--- src/rtl/quad_wprot.sv ---
module quad_wprot #(
  parameter int ADDR_W   = 8,
  parameter int NUM_REGS = 4,
  parameter logic [ADDR_W-1:0] SET_BASE = 8'h20,
  parameter logic [ADDR_W-1:0] CLR_BASE = 8'h40,
  parameter logic [32*NUM_REGS-1:0] IMPL_MASK = '1,
  localparam int NBITS = 32*NUM_REGS,
  localparam int NPS   = NBITS/4,
  localparam int PS_W  = (NPS > 1) ? $clog2(NPS) : 1,
  localparam int IDX_W = (NUM_REGS > 1) ? $clog2(NUM_REGS) : 1
) (
  input  logic              clk,
  input  logic              rst_n,
  input  logic              reg_sel,
  input  logic              reg_wr,
  input  logic              reg_priv,
  input  logic [ADDR_W-1:0] reg_addr,
  input  logic [31:0]       reg_wdata,
  output logic [31:0]       reg_rdata,
  input  logic              acc_valid,
  input  logic              acc_wr,
  input  logic              acc_priv,
  input  logic [PS_W-1:0]   acc_ps,
  input  logic [1:0]        acc_quad,
  output logic              acc_grant,
  output logic              acc_violation
);

  logic [NBITS-1:0]  prot_q, set_vec, clr_vec;
  logic [ADDR_W-1:0] set_off, clr_off;
  logic              set_hit, clr_hit, wr_ok, blocked;
  logic [IDX_W-1:0]  set_idx, clr_idx;

  assign set_off = reg_addr - SET_BASE;
  assign clr_off = reg_addr - CLR_BASE;
  assign set_hit = reg_sel && (set_off[1:0] == 2'b00) && ((set_off >> 2) < ADDR_W'(NUM_REGS));
  assign clr_hit = reg_sel && (clr_off[1:0] == 2'b00) && ((clr_off >> 2) < ADDR_W'(NUM_REGS));
  assign set_idx = set_off[IDX_W+1:2];
  assign clr_idx = clr_off[IDX_W+1:2];
  assign wr_ok   = reg_wr && reg_priv;

  always_comb begin
    set_vec = '0;
    clr_vec = '0;
    if (wr_ok && set_hit) set_vec[32*int'(set_idx) +: 32] = reg_wdata;
    if (wr_ok && clr_hit) clr_vec[32*int'(clr_idx) +: 32] = reg_wdata;
    set_vec = set_vec & IMPL_MASK;
  end

  always_ff @(posedge clk) begin
    if (!rst_n) prot_q <= '0;
    else        prot_q <= (prot_q | set_vec) & ~clr_vec;
  end

  always_comb begin
    reg_rdata = '0;
    if (set_hit)      reg_rdata = prot_q[32*int'(set_idx) +: 32];
    else if (clr_hit) reg_rdata = prot_q[32*int'(clr_idx) +: 32];
  end

  assign blocked   = acc_valid && acc_wr && !acc_priv && prot_q[{acc_ps, acc_quad}];
  assign acc_grant = acc_valid && !blocked;

  always_ff @(posedge clk) begin
    if (!rst_n) acc_violation <= 1'b0;
    else        acc_violation <= blocked;
  end


  set_takes_chk: assert property (@(posedge clk) disable iff (!rst_n)
    (set_vec != '0) |=> ((prot_q & $past(set_vec)) == $past(set_vec)));


  clr_takes_chk: assert property (@(posedge clk) disable iff (!rst_n)
    (clr_vec != '0) |=> ((prot_q & $past(clr_vec)) == '0));


  user_reg_wr_chk: assert property (@(posedge clk) disable iff (!rst_n)
    (reg_sel && reg_wr && !reg_priv) |=> $stable(prot_q));


  absent_bits_chk: assert property (@(posedge clk) disable iff (!rst_n)
    ((prot_q & ~IMPL_MASK) == '0));


  grant_rule_chk: assert property (@(posedge clk) disable iff (!rst_n)
    (acc_valid && (!acc_wr || acc_priv)) |-> acc_grant);


  violation_src_chk: assert property (@(posedge clk) disable iff (!rst_n)
    acc_violation |-> $past(acc_valid && !acc_grant));

endmodule

--- config.mk ---
export PLATFORM = sky130hd
export DESIGN_NAME = quad_wprot
export DESIGN_NICKNAME = d
export VERILOG_FILES = /design/src/rtl/quad_wprot.sv
export SDC_FILE = /design/constraint.sdc
export NUM_CORES = 1
export LEC_CHECK = 0
export ABC_AREA = 1
export BUFFER_PORTS_ARGS = -buffer_cell sky130_fd_sc_hd__buf_2
export CAP_MARGIN = 10
export CORE_UTILIZATION = 35
export CTS_BUF_LIST = sky130_fd_sc_hd__clkbuf_8
export CTS_CLUSTER_SIZE = 16
export DETAILED_ROUTE_END_ITERATION = 6
export PLACE_DENSITY_LB_ADDON = 0.25
export SYNTH_ARGS = -nofsm -noshare
export SYNTH_HDL_FRONTEND = slang
export SYNTH_SLANG_ARGS = --single-unit
--- constraint.sdc ---
create_clock -name clk -period 2.8 [get_ports clk]
set_input_delay 0.42 -clock clk [delete_from_list [all_inputs] [get_ports clk]]
set_output_delay 0.42 -clock clk [all_outputs]
set_load 0.05 [all_outputs]
Yosys cells after proc, flatten, opt, wreduce, memory -nomap -nowiden
Cells that the tools add are included.
{"block": "totals", "ff_bits": 129, "output_inout_bits": 34, "word_cells": 41, "in_bits": 55}
{"block": "classes", "n_bitwise": 5, "addsub": 4, "n_lt_le_gt_ge": 3, "n_mux": 6, "n_shift": 6, "n_reduce_logical": 15}
{"op": "bitwise AND 128 bit", "count": 3}
{"op": "two-way mux 128 bit", "count": 2}
{"op": "variable shift 32 x 33 -> 128 bit, first input constant", "count": 2}
{"op": "variable part select 128 x 8 -> 32 bit", "count": 2}
{"op": "variable part select 32 x 33 -> 128 bit", "count": 2}
{"op": "inverter 128 bit", "count": 1}
{"op": "bitwise OR 128 bit", "count": 1}
{"op": "negation 7 -> 33 bit", "count": 2}
{"op": "two-way mux 32 bit", "count": 2}
{"op": "less-than comparator 6 x 3 -> 1 bit, second input constant", "count": 2}
{"op": "logical AND 1 bit", "count": 11}
{"op": "less-than comparator 7 x 8 -> 1 bit, second input constant", "count": 1}
{"op": "subtractor 8 x 6 -> 8 bit, second input constant", "count": 1}
{"op": "subtractor 8 x 7 -> 8 bit, second input constant", "count": 1}
{"op": "binary-select mux 1 bit (select 7 bit)", "count": 1}
{"op": "logical NOT 2 bit", "count": 2}
{"op": "logical NOT 1 bit", "count": 2}
{"op": "two-way mux 1 bit", "count": 1}

Logic depth before layout (Yosys ltp)
Gate-level depths: netlist of the first run.
{"block": "logic_depth", "depth_word": 8, "depth_mapped": 15, "mapped_depth_nobuf": 12}

Worst setup path before layout of the first run
No wires, ideal clock.
{"block": "synth_timing", "path_type": "input to output", "startpoint": "input port reg_addr[2]", "endpoint": "output port reg_rdata[19]", "slack_ns": 0.254, "path_buffers": 3, "stages": 6, "arrival_time_ns": 2.126, "cell_sequence": "buf_2 > inv_2 > clkbuf_1 > clkbuf_1 > o21ai_0 > a21oi_1"}
{"block": "synth_via", "elab_chain_len": 5}
{"element": "from (decl)", "line_no": "17", "source": "input logic [ADDR_W-1:0] reg_addr,"}
{"element": "branches (longest 4 deep; another with subtractor 8 x 7 -> 8 bit)"}
{"element": "two-way mux 32 bit *", "line_no": "57", "source": "if (set_hit) reg_rdata = prot_q[32*int'(set_idx) +: 32];"}
{"element": "to (decl)", "line_no": "19", "source": "output logic [31:0] reg_rdata,"}
Mark *: on every way between the ends.

Worst setup path after layout of the first run
{"block": "layout_timing", "startpoint": "input port acc_quad[0]", "endpoint": "output port acc_grant"}
{"block": "layout_via", "elab_chain_len": 5}
{"element": "from (decl)", "line_no": "24", "source": "input logic [1:0] acc_quad,"}
{"element": "binary-select mux 1 bit (select 7 bit)", "line_no": "61", "source": "assign blocked = acc_valid && acc_wr && !acc_priv && prot_q[{acc_ps, acc_quad}];"}
{"element": "two-way mux 1 bit (not written as such)", "line_no": "61"}
{"element": "logical AND 1 bit", "line_no": "61"}
{"element": "logical NOT 1 bit", "line_no": "62", "source": "assign acc_grant = acc_valid && !blocked;"}
{"element": "logical AND 1 bit", "line_no": "62"}
{"element": "to (decl)", "line_no": "25", "source": "output logic acc_grant,"}
Every way passes these cells. The select of a mux whose other input is x is not followed.

==> impl_summary.md, run 1 <==
Finish
The summed area of non-filler cells in the final layout is 9430 µm². The post-route netlist has 12.3% of its cells at a drive strength greater than 1. The synthesis-to-finish area growth is 14.6%. The number of nets in the final layout is 1464. Leaving out fill and tap cells, the most frequent cell in the layout is sky130_fd_sc_hd__nand2_1. The top cell types in the final layout, fill and taps aside, are 249 x sky130_fd_sc_hd__nand2_1, 182 x sky130_fd_sc_hd__nand3_1, 155 x sky130_fd_sc_hd__o21ai_0.

Logic synthesis
The number of instances in the synthesized netlist is 1364. Summing the sequential cell areas from Yosys gives 31.4% of the chip area. The cell area after synthesis is 8230 µm². After synthesis, the netlist uses 27 different library cells. The average cell area after synthesis is 6.03 µm². The area share of the largest cell type after synthesis is 31.4%. The number of nets in the synthesized netlist is 1425. After synthesis, the cell types taking the most area are sky130_fd_sc_hd__dfxtp_1 31%, sky130_fd_sc_hd__nand2_1 11%, sky130_fd_sc_hd__nand3_1 11%, sky130_fd_sc_hd__o21ai_0 9.4%, sky130_fd_sc_hd__a21oi_1 7.5%. Yosys printed 0 warnings.

The flop and latch count out of synthesis is 129. The largest total area in the synthesized netlist belongs to sky130_fd_sc_hd__dfxtp_1.

Setup path
The worst reg-to-reg path cell count is 10. The launch instance of the worst register-to-register path is prot_q[28]$_SDFF_PN0_. At the worst endpoint, the required time is 2380 ps. The class of the most critical setup path is primary input to output pin. The worst register-to-register path ends at acc_violation$_SDFF_PN0_. Setup slack on the worst reg-to-reg path comes out at 1380 ps. Of all nets on the critical path, the largest fanout is 27.

STA classifies the critical path startpoint as a primary input. The worst setup path is captured at an output pin. Data arrives at the worst endpoint at 2040 ps.

Global routing
The global-route track usage on met1 is 34.0%. The global routing stage identified its most utilized layer as met2. Global routing consumed, over all layers together, 25.0% of the routing resources.

The via count of the first global-routing pass is 8679. The initial antenna violation count is 1. Summed over all layers, the global routing overflow is 0. The met3 layer usage reported by global route is 3.87%. The global-route met2 utilization is 40.3%. Entering global routing, the biggest net connects 62 pins. The global-route wire length before repair is 47.6 mm.

Die
The overall die height is 155 µm. The starting density of the core is 36.0%. Measured along the x axis, the die boundary spans 155 µm.

The placement row count is 55. The core area is 22800 µm². Pin placement for this block handled 89 I/O pins.

The die covers 24100 µm².

Clock network
For this design, the CTS-stage hold fixing added 0 buffers. In this run the post-CTS setup repair buffer count came out at 0. The clock net in this run drives a total of 129 sinks.

Post-CTS repair changed the size of 0 cells. CTS placed an instance of sky130_fd_sc_hd__clkbuf_8 at the clock tree root. The number of buffers created by CTS is 17. The clock latency of the later-clocked register in the worst-skew pair is 460 ps. The maximum count of clock buffers along a single path is 2. The clock tree synthesis step divided the H-tree into 4 levels. Clock-pin slew was measured on the worst setup and hold paths at 90 ps.

TritonCTS built the clock tree.

Job
Across the run, the number of max-cap violations was 0.

Place
The HPWL after detailed placement is 18.9 mm. Prior to clock tree synthesis, the placed netlist has a worst setup slack of 305 ps. The final weighted congestion in routability-driven placement is 0.857. In this run the tool buffered the top-level ports with 88 buffer cells. Summing all placed instances gives a cell area of 9030 µm².

STA
Between clock sinks in the finished design, the worst skew comes to 9.78 ps. Once routing completed, OpenROAD measured the worst setup slack at 336 ps. The transition time of the tightest slew-check pin is 716 ps.

The number of failing hold endpoints at the final stage is 0. The number of slew-limit violations in the final report is 0. The final cycle utilization of the critical path is 88.0%.

Counting I/O delays and the setup requirement, the final critical path takes 2460 ps. The worst relative slew slack is 52.3%. Timing would allow up to 406 MHz. The accumulated negative setup slack is 0 ps. The final count of negative-setup-slack endpoints is 0. Setup repair after global routing left no endpoint under its margin.

Worst hold path
The hold path startpoint is reg_wdata[28]. Along the worst hold path, the cell count comes to 3. The path class of the lowest-slack min-delay path is primary input to register. The path with the worst hold slack has its endpoint at prot_q[28]$_SDFF_PN0_.

Route
The remaining number of nets flagged by the antenna check after routing is 0. In the routed layout, each cell is associated on average with a via count of 5.39. After detailed routing, the average wire length per cell comes to 17.0 µm.

The DRC violation count after routing is 0. The detailed-router iteration count before antenna repair is 5. The routed via count is 9324. The initial detailed-routing violation count is 773. Summed over all layers, the routed wires come to 29.4 mm.

Power and ir drop
The worst supply voltage drop on vdd is 0.227 mV. In this run the static leakage power is 3.50 nW. The power per cell area is 430 nW/µm².

Status
The flow ran to the end, and the final reports show no timing, DRC or antenna violations.
worst max path at each step:
stage               slack, ps               endpoint  cells past startpoint        start
floorplan                 250          reg_rdata[19]                      6  reg_addr[2]
finish                    340              acc_grant                     15  acc_quad[0]
CTS                       340          reg_rdata[16]                     10  reg_addr[5]
global placement          330  prot_q[77]$_SDFF_PN0_                      7  reg_addr[7]
global route              200              acc_grant                     15  acc_quad[0]
detailed placement        310  prot_q[77]$_SDFF_PN0_                      8  reg_addr[1]
cell type report:
cell class	instances	area (µm²)
Fill cell	2548	13400
Multi-Input combinational cell	988	4630
Sequential cell	129	2580
Timing Repair Buffer	131	913
Inverter	136	510
Tap cell	313	392
Clock buffer	19	262
Clock inverter	13	136
Antenna cell	1	2.50
metal layers:
metal | up-vias | routed length [µm]
li1 | 4638 | -
met1 | 4291 | 13500
met2 | 357 | 13200
met3 | 38 | 1950
met4 | 0 | 641
met5 | - | 0
worst max-delay path: stages:
cell                      delay, ps
sky130_fd_sc_hd__buf_2          160
sky130_fd_sc_hd__inv_2           80
sky130_fd_sc_hd__buf_12         170
sky130_fd_sc_hd__nand2_1         70
sky130_fd_sc_hd__nand3_1         70
sky130_fd_sc_hd__nand3_1        120
sky130_fd_sc_hd__nand3_1        100
sky130_fd_sc_hd__nand2_1         90
sky130_fd_sc_hd__nand2_1         50
sky130_fd_sc_hd__nand3_1         80
sky130_fd_sc_hd__nand3_1         80
sky130_fd_sc_hd__nand3_1        170
sky130_fd_sc_hd__nand2_1         70
sky130_fd_sc_hd__inv_1           50
sky130_fd_sc_hd__buf_2          250
cells by family (layout without fill, tap and decap cells):
kind of cell    Yosys count  in the layout  synth area share, %
flops                   129            129                 31.4
simple gates            626            626                 32.3
xor+xnor                  1              1                0.106
compound gates          355            355                 22.8
other cells               0              1                    0
fa+ha+maj                 6              6                0.912
buf+inv                 247            299                 12.5
power breakdown:
part / switching [mW] / internal (mW) / leakage [nW] / total [mW]
registers: 0.000227 / 1.83 / 1.04 / 1.83
logic: 0.396 / 0.169 / 2.28 / 0.566
clock network: 0.823 / 0.834 / 0.182 / 1.66
synth_stat cells:
cell                       instances
sky130_fd_sc_hd__nand3_2           1
sky130_fd_sc_hd__a21oi_1         124
sky130_fd_sc_hd__nand4_1           2
sky130_fd_sc_hd__nor2_1          150
sky130_fd_sc_hd__buf_4             4
sky130_fd_sc_hd__a31o_2            1
sky130_fd_sc_hd__buf_1             7
sky130_fd_sc_hd__nor2_2            1
sky130_fd_sc_hd__clkinv_1          1
sky130_fd_sc_hd__o21ai_0         155
sky130_fd_sc_hd__nand2_1         249
sky130_fd_sc_hd__a31oi_1           1
sky130_fd_sc_hd__buf_6             7
sky130_fd_sc_hd__buf_2            28
sky130_fd_sc_hd__inv_2             7
sky130_fd_sc_hd__nor4_4            1
sky130_fd_sc_hd__dfxtp_1         129
sky130_fd_sc_hd__nor3_1           39
sky130_fd_sc_hd__ha_1              6
sky130_fd_sc_hd__xnor2_1           1
sky130_fd_sc_hd__clkbuf_1         65
sky130_fd_sc_hd__inv_1           128
sky130_fd_sc_hd__o21ai_1           9
sky130_fd_sc_hd__or2_1             1
sky130_fd_sc_hd__a211oi_1          8
sky130_fd_sc_hd__o22ai_1          57
sky130_fd_sc_hd__nand3_1         182
registers in the layout, summed over array words and instances, names as in the netlist:
name and cells:
acc_violation 1, prot_q 128
per-stage QoR:
| stage | hold slack (ps) | instances | util (%) | power [mW] |
|---|---|---|---|---|
| 2_1_floorplan | 444 | 1364 | - | 2.21 |
| 3_3_place_gp | 458 | 1697 | 39.5 | 2.43 |
| 3_5_place_dp | 463 | 1697 | 39.5 | 2.43 |
| 4_1_cts | 245 | 1729 | 41.3 | 4.07 |
| 5_1_grt | 257 | 1729 | 41.3 | 4.21 |
| 6_report | 268 | 1730 | 41.3 | 4.06 |
No activity file was read; power rests on OpenSTA's default activity.
==> run 2, diff against run 1 <==
Settings changed: BUFFER_PORTS_ARGS -buffer_cell sky130_fd_sc_hd__buf_2 to -buffer_cell sky130_fd_sc_hd__buf_4, GPL_TIMING_DRIVEN set to 0.
==> impl_summary.md, run 2 (synthesized netlist as in run 1, its figures left out) <==
Status
The flow ran to the end, but the final reports show violations. The final reports fail on DRC, setup timing.

Clock network
The maximum count of clock buffers along a single path came to 2 (unchanged). The count of clock tree sinks came to 129 (unchanged). The clock-pin slew reported for the worst setup and hold paths after clock tree synthesis is 90 ps (about the same). The TritonCTS clock tree is yes. The cell sitting at the root of the clock tree is a sky130_fd_sc_hd__clkbuf_8. The number of H-tree levels was 4 (unchanged). The clock latency of the later-clocked register in the worst-skew pair is 480 ps (+20 ps). The number of buffers created by CTS came to 17 (unchanged).

Global routing
The via count of the first global-routing pass was 9786 (+13%). The pin count of the biggest net entering global routing is 17 (-73%). The global-route wire length before repair was 57.9 mm (+22%).

The overall fraction of global-route tracks in use is 32.7% (+7.6 points). The sum of overflow across all layers after global routing is 0 (unchanged). The initial antenna violation count is 0 (-1).

Power and ir drop
The total leakage power is 3.67 nW (+4.8%). The power per cell area is 455 nW/µm² (+5.8%). The worst supply voltage drop on vdd is 0.283 mV (+25%).

STA
The maximum frequency from static timing analysis came to 357 MHz (-12%). The final cycle utilization of the critical path came to 100% (+12 points). The transition time of the tightest slew-check pin is 795 ps (+79.2 ps). The worst relative slew slack is 47.0% (-5.3 points). The final count of negative-setup-slack endpoints is 1 (+1).

The worst path setup slack after routing is -1.62 ps (-338 ps). The number of failing hold endpoints at the final stage is 0 (unchanged). Setup repair after global routing left no endpoint under its margin. The worst slack on hold paths was 224 ps (-43.4 ps).

The clock skew came to 14.1 ps (+4.37 ps). The minimum clock period came to 2800 ps (+338 ps). The number of slew-limit violations in the final report came to 0 (unchanged).

Route
The final routed wirelength across all metal layers came to 39.0 mm (+33%). The per-cell via count in the routed design is 5.78 (+7.2%). The routed via count was 10400 (+11%). The DRC violation count after routing was 2 (+2).

The average wire length per cell after detail routing was 21.7 µm (+28%). The remaining number of nets flagged by the antenna check after routing is 0 (unchanged). The detailed-router iteration count before antenna repair is 7 (+2). The initial detailed-routing violation count was 1493 (+93%).

Setup path
STA classifies the critical path endpoint as an output pin. The cell type group with the largest total delay on the critical path is buffers and inverters. The most frequent cell on the critical path is sky130_fd_sc_hd__nand3_1.

The maximum fanout encountered on the critical timing path is 9 (-67%). The startpoint identified for the worst register-to-register timing path is prot_q[28]$_SDFF_PN0_. The worst-case register-to-register setup slack is 1320 ps (-60 ps). The worst reg-to-reg path cell count is 10 (unchanged).

The number of buffer and inverter instances along the worst setup path came to 4 (-1). The class of the most critical setup path is primary input to output pin. Traced cell by cell, the critical path runs through clkbuf_1 > inv_1 > nand3_1 > nand2_1 > nand2_1 > nand3_1 > nand3_1 > nand3_1 > nand2_1 > inv_1 > buf_4. The kind of start point of the critical path is a primary input. The critical path arrival came to 2380 ps (+340 ps). The data required time at the worst endpoint is 2380 ps (about the same).

The delay of the slowest cell on the worst path is 550 ps (+300 ps). The slowest stage of the critical path belongs to the cell sky130_fd_sc_hd__clkbuf_1. The worst register-to-register path ends at acc_violation$_SDFF_PN0_.

Finish
The summed area of non-filler cells in the final layout is 9790 µm² (+3.8%). The total inserted antenna cells was 0 (-1). The number of nets in the final layout is 1531 (+4.6%). The area growth from synthesis to layout is 19.0%. The share of final-layout standard cells stronger than drive strength 1 is 12.9% (+0.66 points). The library cell used most frequently in the layout, excluding fill and tap cells, is sky130_fd_sc_hd__nand2_1. The largest registers in the layout are prot_q: 128 flops, acc_violation: 1 flops. In the layout the commonest cells are 249 x sky130_fd_sc_hd__nand2_1, 181 x sky130_fd_sc_hd__nand3_1, 155 x sky130_fd_sc_hd__o21ai_0. The top register by number of flip-flops is prot_q. The filler cell count in the final layout is 2556 (+0.31%). The final standard cell count with taps included and fillers excluded is 1796 (+3.8%).

The number of flip-flops under the largest register name is 128 (unchanged).

Die
The core area is 22800 µm² (unchanged). The overall die height is 155 µm (unchanged). The die footprint was 24100 µm² (unchanged). The horizontal extent of the die is 155 µm (unchanged).

The starting density of the core was 36.0% (unchanged). The I/O pin count is 89 (unchanged). The placement row count is 55 (unchanged).

Place
The cell area after placement was 9260 µm² (+2.6%). The number of buffer cells added on primary ports came to 85 (-3.4%). The number of cells after detailed placement is 1762 (+3.8%).

The HPWL after detailed placement was 27.3 mm (+44%). The final weighted congestion in routability-driven placement is 0.972 (+13%).

Job
The number of max-cap violations came to 0 (unchanged).

Worst hold path
The hold path startpoint is acc_priv. The path class of the tightest hold or removal check is primary input to register. The worst hold endpoint is acc_violation$_SDFF_PN0_.

The hold-critical path depth is 4 (+1).
## run 2: cell types whose count changed in the layout (fill, tap and decap cells not counted), moves of 4 or more
cell	delta
sky130_fd_sc_hd__clkbuf_1	+46
sky130_fd_sc_hd__buf_1	+4
sky130_fd_sc_hd__buf_6	+7
sky130_fd_sc_hd__buf_2	-64
sky130_fd_sc_hd__clkinvlp_4	-5
sky130_fd_sc_hd__buf_12	-12
sky130_fd_sc_hd__clkbuf_2	+16
sky130_fd_sc_hd__buf_4	+62
sky130_fd_sc_hd__clkbuf_4	+8
## run 2: final cells by class
type / count / area [µm²] / share of cell area, %
well taps: 313 / 392 / 4.00
multi-input cells: 988 / 4620 / 47.2
inverters: 136 / 515 / 5.27
repair buffers: 87 / 653 / 6.67
plain buffers: 111 / 572 / 5.84
flip-flops and latches: 129 / 2580 / 26.4
clock buffers: 19 / 262 / 2.67
clock inverters: 13 / 193 / 1.97
## run 2: layer usage
| metal | vias to the layer above | GRT usage (%) | routed length, µm |
|---|---|---|---|
| li1 | 4761 | - | - |
| met1 | 4712 | 41.8 | 15700 |
| met2 | 738 | 49.3 | 16300 |
| met3 | 167 | 7.33 | 4500 |
| met4 | 0 | 21.6 | 2470 |
| met5 | - | 0 | 0 |
## run 2: how the worst max path moves through the flow
stage                      from              endpoint  cells after the start
global placement    reg_addr[2]  prot_q[6]$_SDFF_PN0_                     13
finish                acc_ps[1]             acc_grant                     11
floorplan           reg_addr[2]         reg_rdata[19]                      6
detailed placement  reg_addr[2]  prot_q[6]$_SDFF_PN0_                     13
CTS                 reg_addr[5]         reg_rdata[28]                     10
global route          acc_ps[1]             acc_grant                     11
## run 2: where the power goes
group          leakage (nW)  internal, mW  switching, mW  total [mW]
Combinational          2.40         0.179          0.490       0.669
Sequential             1.04          1.83       0.000242        1.83
Clock                 0.239          1.09          0.861        1.96
Total                  3.67          3.11           1.35        4.46
## run 2: tightest hold or removal path, delay by kind of cell
family	cells	cell delay [ps]
buffers and inverters	1	80
AND/OR/NAND/NOR	3	170
## run 2: metrics by stage
stage | TNS [ps] | utilization, % | total power, mW | setup WS, ps
final | -1.62 | 42.9 | 4.46 | -1.62
after global routing | 0 | 42.9 | 4.55 | 2.14
after CTS | 0 | 42.6 | 4.40 | 1.37
after detailed placement | -142320 | 40.5 | 2.50 | -1340
after global placement | -142850 | 40.5 | 2.50 | -1340
after floorplan | 0 | - | 2.21 | 254
## run 2: timing repair
action,in CTS,in global routing
buffers inserted,0,2
setup endpoints to repair,160,73
gates cloned,0,0
hold buffers,0,0
resized for setup,15,37
==> run 3, diff against run 2 <==
Settings changed: CORE_ASPECT_RATIO set to 0.6, CTS_BUF_LIST sky130_fd_sc_hd__clkbuf_8 to sky130_fd_sc_hd__clkbuf_4.
==> impl_summary.md, run 3 (synthesized netlist as in run 1, its figures left out) <==
Setup path
The kind of start point of the critical path is a primary input. The class of the most critical setup path is primary input to output pin. The critical path arrival was 2390 ps (about the same).

The signal on the critical path passes through buf_4 > clkbuf_1 > inv_1 > clkbuf_1 > a21oi_1 > o21ai_0 > a21oi_1 > buf_4. The data required time at the worst endpoint came to 2380 ps (about the same). Among all stages on the critical path, the largest delay is contributed by sky130_fd_sc_hd__clkbuf_1. The maximum fanout encountered on the critical timing path is 10 (+1). The kind of end point of the critical path is an output pin. The delay of the slowest cell on the worst path came to 440 ps (-110 ps).

Finish
The number of flip-flops under the largest register name is 128 (unchanged). The filler cell count in the final layout is 2523 (-1.3%). The register with the most flip-flops in the final layout is prot_q. The library cells used most frequently in the layout, excluding fill and tap cells, are 249 x sky130_fd_sc_hd__nand2_1, 181 x sky130_fd_sc_hd__nand3_1, 155 x sky130_fd_sc_hd__o21ai_0. Leaving out fill and tap cells, the most frequent cell in the layout is sky130_fd_sc_hd__nand2_1.

The total inserted antenna cells was 0 (unchanged). The number of nets in the final layout is 1529 (-0.13%). The share of final-layout standard cells stronger than drive strength 1 is 12.5% (-0.46 points). In the final layout, the registers with the most flip-flops are prot_q: 128 flops, acc_violation: 1 flops.

The synthesis-to-finish area growth is 16.3%.

STA
The final count of negative-setup-slack endpoints is 1 (unchanged). The worst path setup slack after routing came to -7.85 ps (-6.23 ps). Setup repair after global routing left no endpoint under its margin. The number of slew-limit violations in the final report is 0 (unchanged). The transition time of the tightest slew-check pin was 925 ps (+130 ps). The accumulated negative setup slack was -7.85 ps (-6.23 ps).

The minimum clock period is 2810 ps (+6.23 ps). The maximum frequency from static timing analysis came to 356 MHz (-0.22%). The number of failing hold endpoints at the final stage came to 0 (unchanged). The final cycle utilization of the critical path is 100% (+0.22 points). The worst slack on hold paths is 75.8 ps (-148 ps). The worst relative slew slack was 38.3% (-8.7 points). The clock skew was 15.4 ps (+1.21 ps).

Die
The die footprint was 24100 µm² (about the same). The horizontal extent of the die was 200 µm (+29%). The placement row count came to 43 (-22%). The starting density of the core was 35.7% (-0.37 points). The core area is 23100 µm² (+1.0%).

The overall die height is 121 µm (-22%). The I/O pin count is 89 (unchanged).

Global routing
The global routing's busiest layer is met1. The via count of the first global-routing pass is 9118 (-6.8%). The met3 layer usage reported by global route is 13.4% (+6.1 points). The global-route track usage on met1 is 48.8% (+7.0 points). The initial antenna violation count is 0 (unchanged).

The pin count of the biggest net entering global routing is 17 (unchanged). The global-route wire length before repair was 57.5 mm (-0.70%). The overall fraction of global-route tracks in use is 33.1% (+0.39 points).

The sum of overflow across all layers after global routing was 0 (unchanged). The global-route met2 utilization is 42.0% (-7.2 points).

Status
The checks that failed: setup timing. The flow ran to the end, but the final reports show violations.

Route
The initial detailed-routing violation count is 1720 (+15%). The DRC violation count after routing came to 0 (-2). The per-cell via count in the routed design is 5.78 (about the same). The remaining number of nets flagged by the antenna check after routing is 0 (unchanged). The final routed wirelength across all metal layers is 40.0 mm (+2.6%). The average wire length per cell after detail routing is 22.3 µm (+2.6%). The detailed-router iteration count before antenna repair is 6 (-1). The routed via count came to 10400 (+0.058%).

Power and ir drop
The net load switching power is 1.32 mW (-2.3%). The clock share of power is 35.4% (-8.5 points). The total leakage power is 3.55 nW (-3.4%). The worst supply voltage drop on vdd is 0.242 mV (-15%).

The net switching fraction of the power is 34.1% (+3.8 points). The proportion of power drawn by combinational gates is 17.2% (+2.2 points). The total power draw is 3.87 mW (-13%). The internal cell power was 2.55 mW (-18%).

The power per cell area is 405 nW/µm² (-11%). The sequential share of power is 47.4% (+6.3 points).

Job
The number of max-cap violations is 0 (unchanged).

Clock network
The count of clock tree sinks was 129 (unchanged). The clock-pin slew reported for the worst setup and hold paths after clock tree synthesis is 130 ps (+40 ps). The TritonCTS clock tree is yes.

The number of buffers created by CTS was 17 (unchanged). The root cell of the clock tree is sky130_fd_sc_hd__clkbuf_4. The clock latency of the later-clocked register in the worst-skew pair is 610 ps (+130 ps). The number of H-tree levels was 4 (unchanged). The maximum count of clock buffers along a single path was 2 (unchanged).

Worst hold path
The path class of the tightest hold or removal check is primary input to register.

Place
The final weighted congestion in routability-driven placement is 0.993 (+2.2%). The number of buffer cells added on primary ports was 85 (unchanged). The HPWL after detailed placement is 28.9 mm (+6.1%).
==> run 3: timing repair <==
item / in CTS / in global routing
pin swaps: 0 / 0
setup buffers: 0 / 0
gates resized for setup: 10 / 26
hold buffers: 0 / 0
setup endpoints to repair: 148 / 91
cloned: 0 / 0
==> run 3: routing by layer <==
| metal | vias up | part of all wire [%] |
|---|---|---|
| met5 | - | 0 |
| met4 | 0 | 2.7 |
| met3 | 90 | 17 |
| met2 | 841 | 37 |
| met1 | 4702 | 43 |
| li1 | 4751 | - |
==> run 3: path summary, 6_finish.rpt <==
check	startpoint	endpoint	slack [ps]	cells after the start
max	reg_addr[3]	reg_rdata[16]	-8	8
min	acc_priv	acc_violation$_SDFF_PN0_	80	4
max reg2reg	prot_q[117]$_SDFF_PN0_	acc_violation$_SDFF_PN0_	1330	10
min reg2reg	prot_q[57]$_SDFF_PN0_	prot_q[57]$_SDFF_PN0_	490	2
==> run 3: critical path, delay by kind of cell <==
kind	cells	cell delay [ps]
buf+inv	5	1310
compound gates	3	650
==> run 3: cell type report <==
cell class | count | area, µm² | area share [%]
multi-input cells | 988 | 4630 | 48.3
flip-flops and latches | 129 | 2580 | 27.0
repair buffers | 85 | 638 | 6.67
plain buffers | 111 | 552 | 5.76
inverters | 136 | 512 | 5.35
well taps | 315 | 394 | 4.12
clock buffers | 20 | 150 | 1.57
clock inverters | 12 | 118 | 1.23
==> run 3: power groups by stage <==
stage                     clock network [mW]  logic (mW)  registers, mW
after floorplan                            0       0.330           1.88
after global placement                     0       0.618           1.88
after detailed placement                   0       0.621           1.88
after CTS                               1.35       0.624           1.84
after global routing                    1.44       0.689           1.84
final                                   1.37       0.667           1.84
==> run 3: stage by stage <==
stage | worst slack (ps) | area, µm² | cells | utilization [%]
global route | 2.21 | 9570 | 1796 | 41.5
CTS | 18.7 | 9540 | 1796 | 41.3
floorplan | 254 | 8230 | 1364 | -
global placement | -1250 | 9260 | 1764 | 40.1
detailed placement | -1230 | 9260 | 1764 | 40.1
finish | -7.85 | 9570 | 1796 | 41.5
